**src/rtl/gf12_pkg.sv**
```systemverilog
package gf12_pkg;
  // Width of one half of an element; the full element is twice this.
  localparam int unsigned HALF_W    = 6;
  localparam int unsigned FULL_W    = 2 * HALF_W;
  // Base-field reduction: x^6 + x + 1, including the x^6 term.
  localparam logic [HALF_W:0]   BASE_POLY = 7'h43;
  // Constant of the quadratic extension x^2 + x + c over GF(64).
  localparam logic [HALF_W-1:0] EXT_C     = 6'h21;
  // Generator used by the power stepper.
  localparam logic [FULL_W-1:0] GEN_ALPHA = 12'hE01;
  // Register stages between the operand and result streams (0 or 1).
  localparam int unsigned PIPE_DEF  = 1;
endpackage

```
**src/rtl/gf12_sub_mul.sv**
```systemverilog
// GF(2^W) multiply as an unrolled shift-and-XOR chain.
module gf12_sub_mul #(
  parameter int unsigned W    = gf12_pkg::HALF_W,
  parameter logic [W:0]  POLY = gf12_pkg::BASE_POLY
) (
  input  logic [W-1:0] a,
  input  logic [W-1:0] b,
  output logic [W-1:0] p
);
  // acc[k] holds the partial sum after k bits of a; sh[k] = b * x^k mod POLY.
  logic [W-1:0] acc [0:W];
  logic [W-1:0] sh  [0:W-1];

  assign acc[0] = '0;
  assign sh[0]  = b;

  for (genvar k = 0; k < W; k++) begin : g_bit
    assign acc[k+1] = acc[k] ^ ({W{a[k]}} & sh[k]);
    if (k < W - 1) begin : g_shift
      // When the top bit leaves, fold x^W back as the low taps of POLY.
      assign sh[k+1] = {sh[k][W-2:0], 1'b0} ^ ({W{sh[k][W-1]}} & POLY[W-1:0]);
    end
  end

  assign p = acc[W];
endmodule

```
**src/rtl/gf12_tower_mul.sv**
```systemverilog
// Degree-2 extension multiply over GF(2^HW): four base multiplies.
module gf12_tower_mul #(
  parameter int unsigned HW   = gf12_pkg::HALF_W,
  parameter logic [HW:0] POLY = gf12_pkg::BASE_POLY,
  parameter logic [HW-1:0] EXT = gf12_pkg::EXT_C,
  localparam int unsigned FW  = 2 * HW
) (
  input  logic [FW-1:0] a,
  input  logic [FW-1:0] b,
  output logic [FW-1:0] p
);
  logic [HW-1:0] a_hi, a_lo, b_hi, b_lo;
  logic [HW-1:0] m_cross, m_lo, m_hi, m_twist;

  assign a_hi = a[FW-1:HW];
  assign a_lo = a[HW-1:0];
  assign b_hi = b[FW-1:HW];
  assign b_lo = b[HW-1:0];

  gf12_sub_mul #(.W(HW), .POLY(POLY)) u_cross (
    .a(a_hi ^ a_lo), .b(b_hi ^ b_lo), .p(m_cross));
  gf12_sub_mul #(.W(HW), .POLY(POLY)) u_lo (
    .a(a_lo), .b(b_lo), .p(m_lo));
  gf12_sub_mul #(.W(HW), .POLY(POLY)) u_hi (
    .a(a_hi), .b(b_hi), .p(m_hi));
  // High-by-high term is scaled by the extension constant before folding low.
  gf12_sub_mul #(.W(HW), .POLY(POLY)) u_twist (
    .a(m_hi), .b(EXT), .p(m_twist));

  assign p = {m_cross ^ m_lo, m_twist ^ m_lo};
endmodule

```
**src/rtl/gf12_mul_stream.sv**
```systemverilog
// Valid/ready wrapper around the tower multiply.
module gf12_mul_stream #(
  parameter int unsigned HW    = gf12_pkg::HALF_W,
  parameter logic [HW:0] POLY  = gf12_pkg::BASE_POLY,
  parameter logic [HW-1:0] EXT = gf12_pkg::EXT_C,
  parameter int unsigned STAGES = gf12_pkg::PIPE_DEF,
  localparam int unsigned FW   = 2 * HW
) (
  input  logic          clk,
  input  logic          rst_n,
  input  logic          in_valid,
  output logic          in_ready,
  input  logic [FW-1:0] in_a,
  input  logic [FW-1:0] in_b,
  output logic          out_valid,
  input  logic          out_ready,
  output logic [FW-1:0] out_prod
);
  logic [FW-1:0] prod_c;

  gf12_tower_mul #(.HW(HW), .POLY(POLY), .EXT(EXT)) u_core (
    .a(in_a), .b(in_b), .p(prod_c));

  if (STAGES == 0) begin : g_comb
    assign in_ready  = out_ready;
    assign out_valid = in_valid;
    assign out_prod  = prod_c;
  end else begin : g_reg
    logic          vld_q;
    logic [FW-1:0] prod_q;

    // The slot may be refilled on the edge it drains.
    assign in_ready = !vld_q || out_ready;

    always_ff @(posedge clk) begin
      if (!rst_n) begin
        vld_q  <= 1'b0;
        prod_q <= '0;
      end else if (in_ready) begin
        vld_q <= in_valid;
        if (in_valid) prod_q <= prod_c;
      end
    end

    assign out_valid = vld_q;
    assign out_prod  = prod_q;

    a_r5_take_then_show: assert property (@(posedge clk) disable iff (!rst_n)
      in_valid && in_ready |=> out_valid);
    a_r6_stall_holds: assert property (@(posedge clk) disable iff (!rst_n)
      out_valid && !out_ready |=> out_valid && $stable(out_prod));
  end

  a_r3_times_one: assert property (@(posedge clk) disable iff (!rst_n)
    in_valid && in_b == FW'(1) |-> prod_c == in_a);
  a_r3_times_zero: assert property (@(posedge clk) disable iff (!rst_n)
    in_valid && in_b == '0 |-> prod_c == '0);
endmodule

```
**src/rtl/gf12_alpha_stepper.sv**
```systemverilog
// Power register advanced by a fixed generator multiply.
module gf12_alpha_stepper #(
  parameter int unsigned HW    = gf12_pkg::HALF_W,
  parameter logic [HW:0] POLY  = gf12_pkg::BASE_POLY,
  parameter logic [HW-1:0] EXT = gf12_pkg::EXT_C,
  localparam int unsigned FW   = 2 * HW,
  parameter logic [FW-1:0] GEN = gf12_pkg::GEN_ALPHA
) (
  input  logic          clk,
  input  logic          rst_n,
  input  logic          step,
  output logic [FW-1:0] power
);
  logic [FW-1:0] pow_q, times_gen, next_pow;

  gf12_tower_mul #(.HW(HW), .POLY(POLY), .EXT(EXT)) u_gen (
    .a(pow_q), .b(GEN), .p(times_gen));

  // A zero state restarts the sequence at the identity.
  assign next_pow = (pow_q == '0) ? FW'(1) : times_gen;

  always_ff @(posedge clk) begin
    if (!rst_n)    pow_q <= FW'(1);
    else if (step) pow_q <= next_pow;
  end

  assign power = pow_q;

  a_r8_step_moves: assert property (@(posedge clk) disable iff (!rst_n)
    step |=> power != $past(power));
  a_r9_idle_holds: assert property (@(posedge clk) disable iff (!rst_n)
    !step |=> $stable(power));
  a_r8_never_zero: assert property (@(posedge clk) disable iff (!rst_n)
    power != '0);
endmodule

```
**src/rtl/gf12_tower_unit.sv**
```systemverilog
module gf12_tower_unit #(
  parameter int unsigned HW     = gf12_pkg::HALF_W,
  parameter int unsigned STAGES = gf12_pkg::PIPE_DEF,
  localparam int unsigned FW    = 2 * HW
) (
  input  logic          clk,
  input  logic          rst_n,
  input  logic          op_valid,
  output logic          op_ready,
  input  logic [FW-1:0] op_a,
  input  logic [FW-1:0] op_b,
  output logic          res_valid,
  input  logic          res_ready,
  output logic [FW-1:0] res_prod,
  input  logic          step_en,
  output logic [FW-1:0] alpha_pow
);
  gf12_mul_stream #(.HW(HW), .STAGES(STAGES)) u_stream (
    .clk(clk), .rst_n(rst_n),
    .in_valid(op_valid), .in_ready(op_ready),
    .in_a(op_a), .in_b(op_b),
    .out_valid(res_valid), .out_ready(res_ready), .out_prod(res_prod));

  gf12_alpha_stepper #(.HW(HW)) u_step (
    .clk(clk), .rst_n(rst_n), .step(step_en), .power(alpha_pow));
endmodule

```
**config.mk**
```make
export PLATFORM = sky130hd
export DESIGN_NAME = gf12_tower_unit
export DESIGN_NICKNAME = d
export VERILOG_FILES = /design/src/rtl/gf12_pkg.sv /design/src/rtl/gf12_sub_mul.sv /design/src/rtl/gf12_tower_mul.sv /design/src/rtl/gf12_mul_stream.sv /design/src/rtl/gf12_alpha_stepper.sv /design/src/rtl/gf12_tower_unit.sv
export SDC_FILE = /design/constraint.sdc
export NUM_CORES = 1
export LEC_CHECK = 0
export BUFFER_PORTS_ARGS = -buffer_cell sky130_fd_sc_hd__buf_4
export CAP_MARGIN = 20
export CORE_ASPECT_RATIO = 0.5
export CORE_UTILIZATION = 50
export CTS_CLUSTER_DIAMETER = 150
export CTS_CLUSTER_SIZE = 16
export DETAILED_ROUTE_END_ITERATION = 12
export PLACE_DENSITY = 0.83
export RECOVER_POWER = 25
export SLEW_MARGIN = 5
export SYNTH_ARGS = -nofsm -noshare
export SYNTH_HDL_FRONTEND = slang
export SYNTH_SLANG_ARGS = --single-unit
```
**constraint.sdc**
```tcl
create_clock -name clk -period 4.8 [get_ports clk]
set_clock_uncertainty 0.1 [all_clocks]
set_input_delay 0.96 -clock clk [delete_from_list [all_inputs] [get_ports clk]]
set_output_delay 0.96 -clock clk [all_outputs]
set_load 0.02 [all_outputs]
```
After elaboration in Yosys (flattened, before gate mapping)
Index checks and enable logic that the tools add are counted.

cells by class
  mux-type cells = 1
  bitwise logic cells = 80
  reduce and logical (&&, ||, !) cells = 4

operator list
  kind              number
  $xor 6x6->6       28
  $and 6x6->6       18
  $xor 6x2->6       18
  $xor 6x3->6       4
  $xor 6x4->6       4
  $xor 6x5->6       4
  $xor 6x1->6       3
  $logic_not 12->1  1
  $mux 12           1
  $reduce_and 2->1  1
  $xor 1x2->2       1
  $logic_not 1->1   1
  $logic_or 1x1->1  1

storage, ports and cells
  register bits = 25
  logic and storage cells = 88

Depth between registers and ports, before layout
Gate-level depths: netlist (run 1).

  depth after elaboration = 13
  mapped depth = 9
  gate-level depth less buffers = 7

Cells and area by module
Synthesis (run 1) repeated with hierarchy kept, for this count alone.

second synthesis, totals
  cells, all modules = 940
  area total of the unflattened synthesis = 6502.5 um2

by module, submodules not included
  module              instances  cells each  area each (um2)  seq. area each (um2)
  gf12_sub_mul        8          98          628.1            0.0
  gf12_mul_stream     1          58          549.3            260.2
  gf12_alpha_stepper  1          46          493.0            240.2
  gf12_tower_mul      2          26          217.7            0.0

Worst setup path after synthesis (run 1)
OpenSTA, ideal clock, no wires.

  kind = input to register
  start = input op_b[7]
  end = register u_stream.g_reg.prod_q[7], in the netlist u_stream.out_prod[7]
  library setup time = 0.095 ns
  arrival time = 2.859 ns
  setup slack = 1.746 ns
  stages = 8
  buffers on the path = 1
  path through = buf_2 -> xnor2_1 -> nor2_1 -> or3_1 -> a211oi_2 -> nor3_1 -> or4_1 -> o311ai_1

between the ends
  word-level cells in the longest chain between the ends = 9
  elaborated cells between the ends (all ways) = 14

RTL lines
  element                   RTL line               text
  start, declared           gf12_tower_unit.sv:11  input logic [FW-1:0] op_b,
  $xor 6x6->6 *             gf12_tower_mul.sv:21   .a(a_hi ^ a_lo), .b(b_hi ^ b_lo), .p(m_cross));
  $xor 6x2->6 (5 in a row)  gf12_sub_mul.sv:21     assign sh[k+1] = {sh[k][W-2:0], 1'b0} ^ ({W{sh[k][W-1]}} & POLY[W-1:0]);
  $and 6x6->6               gf12_sub_mul.sv:18     assign acc[k+1] = acc[k] ^ ({W{a[k]}} & sh[k]);
  $xor 6x6->6 *             gf12_sub_mul.sv:18
  $xor 6x6->6 *             gf12_tower_mul.sv:30   assign p = {m_cross ^ m_lo, m_twist ^ m_lo};
  end signal, assigned      gf12_mul_stream.sv:41  if (in_valid) prod_q <= prod_c;
  end, declared             gf12_mul_stream.sv:30  logic [FW-1:0] prod_q;

Every way passes the cells marked *; elsewhere a longest branch is shown, timed or not.
A chain may end at the register's enable or synchronous reset.

Final worst setup path (run 1)
Ends and elaborated chain as after synthesis.

==> flow_metrics.py, run 1 <==
metrics = {
    "cts": {
        "htree_num_levels": 1,
        "cts_tree": "done",
        "clockBufferDepth": 2,
        "clock_latency_ns": 0.25,
        "cts_hold_buf": 0,
        "cts_buffers": 3,
        "cts_sinks": 25,
        "ctsResizeCount": 0,
        "path_clk_slew_ns": 0.06,
        "cts-root-buf": "clkbuf_16",
        "post_cts_buffers": 0,
    },
    "detailed_routing": {
        "firstDrtPassIters": 4,
        "final_antenna_net_count": 0,
        "drtIter0Drc": 161,
        "met3RoutedLength_um": 344,
        "via_count": 2876,
        "dr_wl_met2_um": 3340,
        "wl_per_cell_um": 13.5,
        "vias_per_cell": 5.21,
        "drc": 0,
        "wl_met1_um": 3710,
        "top_layer": "met4",
        "routed_wl_um": 7460,
    },
    "power_and_ir_drop": {
        "p_comb_frac": 0.664,
        "swShare": 0.437,
        "switchingPower_w": 0.000694,
        "peakVddDrop_v": 0.000159,
        "seqPwrFrac": 0.221,
        "powerDensity_mw_per_mm2": 436,
        "p_int_w": 0.000895,
        "clock_power_share": 0.114,
        "p_leak_nw": 1.48,
    },
    "critical_path": {
        "critPathArrivalTime_ns": 3.09,
        "startpoint": "op_b[7]",
        "reg2regPathDepth": 5,
        "crit_required_ns": 4.87,
        "cp-end-kind": "flip-flop",
        "worstSetupPathType": "in -> reg",
        "cp-start-kind": "input pin",
        "r2r_setup_slack_ns": 2.83,
        "critPathCapture": "u_stream.out_prod[7]$_SDFFE_PN0P_",
        "rr_endpoint": "u_stream.out_prod[7]$_SDFFE_PN0P_",
        "crit-reg2reg-launch": "u_stream.out_valid$_SDFFE_PN0N_",
        "path_max_fanout": 8,
    },
    "status": {
        "status": "finished, final reports clean",
    },
    "die": {
        "die_w_um": 115,
        "start_util": 0.522,
        "rows": 20,
        "die-area_sq_mm": 0.00675,
        "io_pins": 55,
        "core_sq_mm": 0.00613,
        "die_h_um": 58.6,
    },
    "sta": {
        "slew_headroom": 0.490,
        "fmax_mhz": 331,
        "worst_slew_pin_slew_ns": 0.760,
        "drv_slew": 0,
        "setup_violations": 0,
        "fin_crit_ns": 3.02,
        "setup_tns_ns": 0,
        "rsz0062_at_grt": "no",
        "final-hold-violation-count": 0,
        "finalCritPeriodShare": 0.629,
    },
    "grt": {
        "grt_pass1_wl_um": 12300,
        "grt_max_degree": 20,
        "grt_pass1_vias": 2599,
        "antenna_found_initial": 0,
        "track_usage": 0.230,
        "overflow": 0,
    },
    "placed_design": {
        "numPortBuffers": 54,
        "dpl.hpwl_um": 5870,
        "place_congestion": 0.925,
    },
    "layout": {
        "fin_util": 0.594,
        "area_growth_pct": 13.7,
        "diodes": 0,
        "final_nets": 495,
        "drive_above_1_share": 0.121,
    },
    "synth": {
        "synth.area.mux_share": 0.00625,
        "synth_area_sq_mm": 0.00320,
        "synthXorXnorAreaFrac": 0.427,
        "synthAdderAreaFrac": 0.00391,
        "synth_top_family_by_area": "XOR/XNOR gates",
        "yosys_warnings": 0,
        "synth_compound_area_frac": 0.136,
        "synthCells": 438,
        "yosys.area_share.simple": 0.216,
        "synth_cell_types": 40,
        "synth_nets": 468,
        "syn_area_per_cell_sq_um": 7.31,
        "ys_ff_latch": 25,
        "yosysSeqAreaShare": 0.156,
    },
    "hold_path": {
        "hold_path.class": "reg -> reg",
    },
    "run": {
        "maxCapViolations": 0,
    },
}
critical path: stages:
cell and delay [ns]:
buf_4 0.14, xnor2_1 0.51, nor2_1 0.16, or3_1 0.37, a211oi_2 0.26, nor3_1 0.08
or4_1 0.50, o311ai_1 0.08
cell families (layout without fill, tap and decap cells):
group                    count (synthesis)  after routing
XOR/XNOR                               139            139
multiplexers                             2              2
AND/OR/NAND/NOR                        161            161
flip-flops                              25             25
adder cells (fa/ha/maj)                  1              1
AO/OA/AOI/OAI                           66             66
buffers and inverters                   44             70
placed cells by master (no fill, tap or decap), types with 2 or more instances in the layout:
cell       Yosys  layout
a211oi_1       8       8
xnor2_1       90      90
o211ai_1       7       7
xor2_1        37      37
dfxtp_1       25      25
nand2_1       73      73
o22ai_1       12      12
clkbuf_1      21       7
o221ai_1       4       4
xnor3_1        8       8
mux2i_1        2       2
buf_4          1      48
clkbuf_16      0       3
or3_1          2       2
nor3_1         4       4
nand2b_1       8       8
nand3_1       14      14
nor2b_1        3       3
and2_1         7       7
a21oi_1       21      21
nor2_1        46      46
o21ai_0        5       5
xor2_2         3       3
inv_1         12      12
power groups by stage:
| stage | Sequential (W) | Clock (W) | Combinational (W) |
|---|---|---|---|
| after global placement | 0.000353 | 0 | 0.00104 |
| final | 0.000351 | 0.000182 | 0.00106 |
| after detailed placement | 0.000356 | 0 | 0.00105 |
| after CTS | 0.000351 | 0.000186 | 0.00106 |
| after floorplan | 0.000419 | 0 | 0.000735 |
| after global routing | 0.000361 | 0.000196 | 0.00115 |
layer usage:
metal | global-route usage | up-vias
met4 | 0.0390 | 0
met2 | 0.386 | 73
met3 | 0.0237 | 6
met5 | 0 | -
li1 | - | 1479
met1 | 0.327 | 1318
worst min path at each step:
stage                                       from                                end  slack, ns  depth (start not counted)
3_3_place_gp   u_stream.out_prod[4]$_SDFFE_PN0P_  u_stream.out_prod[4]$_SDFFE_PN0P_       0.34                          2
2_1_floorplan  u_stream.out_prod[4]$_SDFFE_PN0P_  u_stream.out_prod[4]$_SDFFE_PN0P_       0.43                          2
5_1_grt        u_stream.out_prod[4]$_SDFFE_PN0P_  u_stream.out_prod[4]$_SDFFE_PN0P_       0.37                          2
4_1_cts        u_stream.out_prod[4]$_SDFFE_PN0P_  u_stream.out_prod[4]$_SDFFE_PN0P_       0.36                          2
6_report       u_stream.out_prod[4]$_SDFFE_PN0P_  u_stream.out_prod[4]$_SDFFE_PN0P_       0.35                          2
3_5_place_dp   u_stream.out_prod[4]$_SDFFE_PN0P_  u_stream.out_prod[4]$_SDFFE_PN0P_       0.35                          2
cells in the mapped netlist (all sizes together):
cell type	n	area [sq um]
o211ai	7	52.6
nand2b	8	50.1
and3	1	6.26
mux2i	2	20.0
ha	1	12.5
buf	11	52.6
or4	1	7.51
a22oi	1	7.51
xor2	41	400
a211oi	9	72.6
dfxtp	25	500
o311ai	1	8.76
xnor2	90	788
a211o	1	8.76
o221ai	4	35.0
nor4b	1	8.76
nor3	4	20.0
or3	2	12.5
a21oi	21	105
nor4	1	6.26
nor2	46	173
a21boi	1	7.51
o21ai	5	25.0
nor2b	3	18.8
clkbuf	21	78.8
xnor3	8	180
a32o	1	10.0
nand2	73	274
o22ai	12	75.1
nand3	14	70.1
and2	7	43.8
inv	12	45.0
o22a	1	8.76
o211a	1	10.0
o21a	1	7.51
final cells by class:
| type | instances | area, sq um |
|---|---|---|
| Fill cell | 585 | 2490 |
| Inverter | 12 | 45.0 |
| Timing Repair Buffer | 54 | 383 |
| Sequential cell | 25 | 500 |
| Multi-Input combinational cell | 369 | 2530 |
| Clock buffer | 4 | 78.8 |
| Tap cell | 88 | 110 |
state kept, by name, indices dropped and copies added, names as in the netlist:
| name | count |
|---|---|
| u_step.power | 12 |
| u_stream.out_valid | 1 |
| u_stream.out_prod | 12 |
through the flow:
step                power, W  hold slack, ns  std cells  instance area, sq um  worst slack (ns)
finish               0.00159           0.354        552                  3640              1.78
floorplan            0.00115           0.430        438                  3200              1.75
global route         0.00170           0.371        552                  3640              1.68
detailed placement   0.00141           0.347        548                  3590              1.55
global placement     0.00139           0.340        548                  3590              1.58
CTS                  0.00160           0.355        552                  3670              1.81
Note: power is estimated with default switching activity, not from simulation.
==> run 2: changes to the inputs <==
==> constraint.sdc (replaced) <==
create_clock -name clk -period 3.16 [get_ports clk]
set_clock_uncertainty 0.1 [all_clocks]
set_input_delay 0.632 -clock clk [delete_from_list [all_inputs] [get_ports clk]]
set_output_delay 0.632 -clock clk [all_outputs]
set_load 0.02 [all_outputs]
==> flow_metrics.py, run 2 (synthesis results as in run 1) <==
metrics = {
    "status": {
        "status": "finished, final reports clean",
    },
    "power_and_ir_drop": {
        "switchingPower_w": 0.00105,
        "powerDensity_mw_per_mm2": 657,
        "p_int_w": 0.00135,
        "clock_power_share": 0.117,
        "seqPwrFrac": 0.221,
        "p_comb_frac": 0.662,
        "peakVddDrop_v": 0.000235,
        "swShare": 0.438,
        "p_leak_nw": 1.49,
    },
    "sta": {
        "fin_crit_ns": 2.64,
        "worst_slack_ns": 0.520,
        "fmax_mhz": 379,
        "setup_violations": 0,
        "drv_slew": 0,
        "rsz0062_at_grt": "no",
        "slew_headroom": 0.527,
        "final-hold-violation-count": 0,
        "worst_slew_pin_slew_ns": 0.704,
        "whs_ns": 0.356,
        "finalCritPeriodShare": 0.836,
        "setup_tns_ns": 0,
    },
    "critical_path": {
        "critPathArrivalTime_ns": 2.70,
        "crit_chain": "buf_4 -> xnor2_1 -> xor2_2 -> o211ai_1 -> a211oi_1 -> nor3_1 -> or4_1 -> o311ai_1",
        "crit_family": "XOR/XNOR gates",
        "path_max_fanout": 11,
        "max_stage_delay_ns": 0.51,
        "crit_required_ns": 3.22,
        "slowest_stage": "or4_1",
        "cp-start-kind": "input pin",
        "cp-end-kind": "flip-flop",
        "path_buf_inv": 1,
        "worstSetupPathType": "in -> reg",
    },
    "cts": {
        "ctsResizeCount": 0,
        "cts_hold_buf": 0,
        "clockBufferDepth": 2,
        "clock_latency_ns": 0.26,
        "cts_sinks": 25,
        "cts-root-buf": "clkbuf_16",
        "path_clk_slew_ns": 0.06,
        "cts_tree": "done",
        "htree_num_levels": 1,
        "cts_buffers": 3,
        "post_cts_buffers": 0,
    },
    "layout": {
        "stdcell_area_sq_mm": 0.00366,
        "drive_above_1_share": 0.120,
        "final_cell_mix": "90 x xnor2_1, 73 x nand2_1, 47 x buf_4",
        "final_nets": 499,
        "area_growth_pct": 14.1,
        "diodes": 0,
        "layout_commonest_cell": "xnor2_1",
    },
    "die": {
        "start_util": 0.522,
        "die_h_um": 58.6,
        "die-area_sq_mm": 0.00675,
        "rows": 20,
        "core_sq_mm": 0.00613,
        "die_w_um": 115,
        "io_pins": 55,
    },
    "detailed_routing": {
        "wl_per_cell_um": 13.5,
        "vias_per_cell": 5.29,
        "via_count": 2940,
        "drtIter0Drc": 135,
        "firstDrtPassIters": 4,
        "routed_wl_um": 7530,
        "final_antenna_net_count": 0,
        "drc": 0,
    },
    "grt": {
        "track_usage": 0.226,
        "grt_pass1_wl_um": 12000,
        "overflow": 0,
        "grt_max_degree": 20,
        "antenna_found_initial": 0,
        "grt_pass1_vias": 2447,
    },
    "run": {
        "maxCapViolations": 0,
    },
    "placed_design": {
        "place_congestion": 0.887,
        "placed_cell_area_sq_mm": 0.00362,
        "numPortBuffers": 54,
        "place_ws_ns": 0.283,
        "dpl.hpwl_um": 5860,
    },
    "hold_path": {
        "hold_path.class": "reg -> reg",
    },
}
## run 2: per-stage QoR
step | total power, W | utilization | std cells
floorplan | 0.00175 | - | 438
global placement | 0.00211 | 0.590 | 552
detailed placement | 0.00214 | 0.590 | 552
CTS | 0.00244 | 0.603 | 556
global route | 0.00258 | 0.596 | 556
finish | 0.00240 | 0.596 | 556
## run 2: worst register-to-register path: cells and delay by family (launching register included)
| kind | cells | cell delay [ns] |
|---|---|---|
| AOI/OAI and AO/OA | 1 | 0.08 |
| and+or+nand+nor | 1 | 0.16 |
| DFF | 1 | 0.46 |
| xor gates and xnor gates | 4 | 0.94 |
## run 2: final timing paths
check / start / cells after the start / slack (ns) / end
worst min register to register: u_stream.out_prod[4]$_SDFFE_PN0P_ / 2 / 0.36 / u_stream.out_prod[4]$_SDFFE_PN0P_
worst max register to register: u_step.power[0]$_SDFFE_PN1P_ / 6 / 1.31 / u_step.power[11]$_SDFFE_PN0P_
worst max-delay path: op_b[11] / 8 / 0.52 / u_stream.out_prod[7]$_SDFFE_PN0P_
worst min-delay path: u_stream.out_prod[4]$_SDFFE_PN0P_ / 2 / 0.36 / u_stream.out_prod[4]$_SDFFE_PN0P_
## run 2: area by class of cell
cell class,instances,area (sq um)
Tap cell,88,110
Timing Repair Buffer,58,394
Inverter,12,45.0
Fill cell,581,2470
Clock buffer,3,75.1
Multi-Input combinational cell,369,2530
Sequential cell,25,500
Clock inverter,1,5.00
## run 2: power groups by stage
stage               sequential, W  clock [W]  combinational, W
CTS                      0.000533   0.000289           0.00162
global placement         0.000536          0           0.00157
detailed placement       0.000540          0           0.00160
global route             0.000547   0.000307           0.00173
finish                   0.000531   0.000281           0.00159
floorplan                0.000636          0           0.00112
## run 2: routing by layer
layer | vias up | routed length (um) | global-route usage | share of wire
li1 | 1484 | - | - | -
met4 | 0 | 131 | 0.0668 | 0.017
met1 | 1328 | 3730 | 0.327 | 0.50
met3 | 11 | 444 | 0.0216 | 0.059
met5 | - | 0 | 0 | 0
met2 | 117 | 3220 | 0.359 | 0.43
==> run 3: changes to the inputs <==
==> constraint.sdc (replaced) <==
create_clock -name clk -period 2.7 [get_ports clk]
set_clock_uncertainty 0.1 [all_clocks]
set_input_delay 0.54 -clock clk [delete_from_list [all_inputs] [get_ports clk]]
set_output_delay 0.54 -clock clk [all_outputs]
set_load 0.02 [all_outputs]
==> flow_metrics.py, run 3 (synthesis results as in run 1) <==
metrics = {
    "cts": {
        "cts_tree": "done",
        "clockBufferDepth": 2,
        "ctsResizeCount": 0,
        "cts_sinks": 25,
        "path_clk_slew_ns": 0.06,
        "cts_hold_buf": 0,
        "cts-root-buf": "clkbuf_16",
        "cts_buffers": 3,
        "clock_latency_ns": 0.26,
        "htree_num_levels": 1,
        "post_cts_buffers": 0,
    },
    "placed_design": {
        "place_congestion": 0.886,
        "place_ws_ns": 0.0639,
        "numPortBuffers": 54,
        "dpl.hpwl_um": 6190,
        "dp.cells": 564,
    },
    "layout": {
        "diodes": 0,
        "drive_above_1_share": 0.138,
        "final_cell_mix": "90 x xnor2_1, 73 x nand2_1, 58 x buf_4",
        "fin_cells": 568,
        "area_growth_pct": 16.8,
        "layout_commonest_cell": "xnor2_1",
        "multiInputGateArea_sq_mm": 0.00253,
        "seq_area_sq_um": 500,
        "final_nets": 511,
        "n_fill_cell": 574,
    },
    "grt": {
        "track_usage": 0.248,
        "grt_max_degree": 19,
        "antenna_found_initial": 0,
        "grt_pass1_vias": 2815,
        "grt_pass1_wl_um": 13300,
        "overflow": 0,
    },
    "detailed_routing": {
        "drtIter0Drc": 179,
        "wl_per_cell_um": 13.9,
        "final_antenna_net_count": 0,
        "via_count": 2996,
        "vias_per_cell": 5.27,
        "firstDrtPassIters": 4,
        "routed_wl_um": 7910,
        "drc": 0,
    },
    "sta": {
        "worst_slack_ns": 0.331,
        "setup_violations": 0,
        "worst_slew_pin_slew_ns": 0.590,
        "fmax_mhz": 422,
        "finalCritPeriodShare": 0.877,
        "drv_slew": 0,
        "rsz0062_at_grt": "no",
        "slew_headroom": 0.604,
        "setup_tns_ns": 0,
        "final-hold-violation-count": 0,
        "fin_crit_ns": 2.37,
    },
    "critical_path": {
        "cp-end-kind": "flip-flop",
        "crit_required_ns": 2.77,
        "worstSetupPathType": "in -> reg",
        "cp-start-kind": "input pin",
        "critPathArrivalTime_ns": 2.44,
        "path_max_fanout": 8,
    },
    "power_and_ir_drop": {
        "powerDensity_mw_per_mm2": 758,
        "p_leak_nw": 1.54,
        "peakVddDrop_v": 0.000293,
        "power.total_w": 0.00284,
    },
    "hold_path": {
        "hold_path.class": "reg -> reg",
    },
    "status": {
        "status": "finished, final reports clean",
    },
    "die": {
        "core_sq_mm": 0.00613,
        "die_w_um": 115,
        "io_pins": 55,
        "rows": 20,
        "die_h_um": 58.6,
        "die-area_sq_mm": 0.00675,
        "start_util": 0.522,
    },
    "run": {
        "maxCapViolations": 0,
    },
}
==> run 3: changes by cell type in the layout (fill, tap and decap cells not counted) <==
cell / delta
buf_4: +11
clkbuf_1: +2
clkinv_2: -1
==> run 3: where the power goes <==
| group | switching, W | total (W) | internal [W] |
|---|---|---|---|
| Combinational | 0.000970 | 0.00188 | 0.000912 |
| Clock | 0.000126 | 0.000327 | 0.000202 |
| Sequential | 0.000139 | 0.000626 | 0.000487 |
==> run 3: final cells by class <==
| cell class | instances | share of cell area |
|---|---|---|
| inverters | 12 | 0.0120 |
| flip-flops and latches | 25 | 0.134 |
| multi-input cells | 369 | 0.675 |
| clock buffers | 4 | 0.0211 |
| well taps | 88 | 0.0294 |
| repair buffers | 70 | 0.128 |
==> run 3: metrics by stage <==
step                 util  hold slack [ns]  instance area, sq um
finish              0.610            0.361                  3740
CTS                 0.618            0.366                  3790
global placement    0.605            0.339                  3710
detailed placement  0.605            0.359                  3710
global route        0.610            0.388                  3740
floorplan               -            0.430                  3200
==> run 3: metal layers <==
layer / part of all wire / routed length (um) / GRT usage
met1: 0.48 / 3830 / 0.342
met2: 0.45 / 3590 / 0.422
met3: 0.050 / 398 / 0.0278
met4: 0.010 / 79 / 0.0594
met5: 0 / 0 / 0
==> run 3: path summary, 6_finish.rpt <==
path                                     start                                 to  slack, ns  cells after the start
max reg2reg       u_step.power[7]$_SDFFE_PN0P_       u_step.power[9]$_SDFFE_PN0P_       0.82                      7
max                                    op_b[5]  u_stream.out_prod[7]$_SDFFE_PN0P_       0.33                      8
min reg2reg  u_stream.out_prod[3]$_SDFFE_PN0P_  u_stream.out_prod[3]$_SDFFE_PN0P_       0.36                      2
min          u_stream.out_prod[3]$_SDFFE_PN0P_  u_stream.out_prod[3]$_SDFFE_PN0P_       0.36                      2
==> run 3: critical path: stages <==
cell and delay (ns):
buf_4 0.17, xor2_2 0.22, xnor2_1 0.16, or3_1 0.42
a211oi_2 0.26, nor3_1 0.08, or4_1 0.50, o311ai_1 0.08
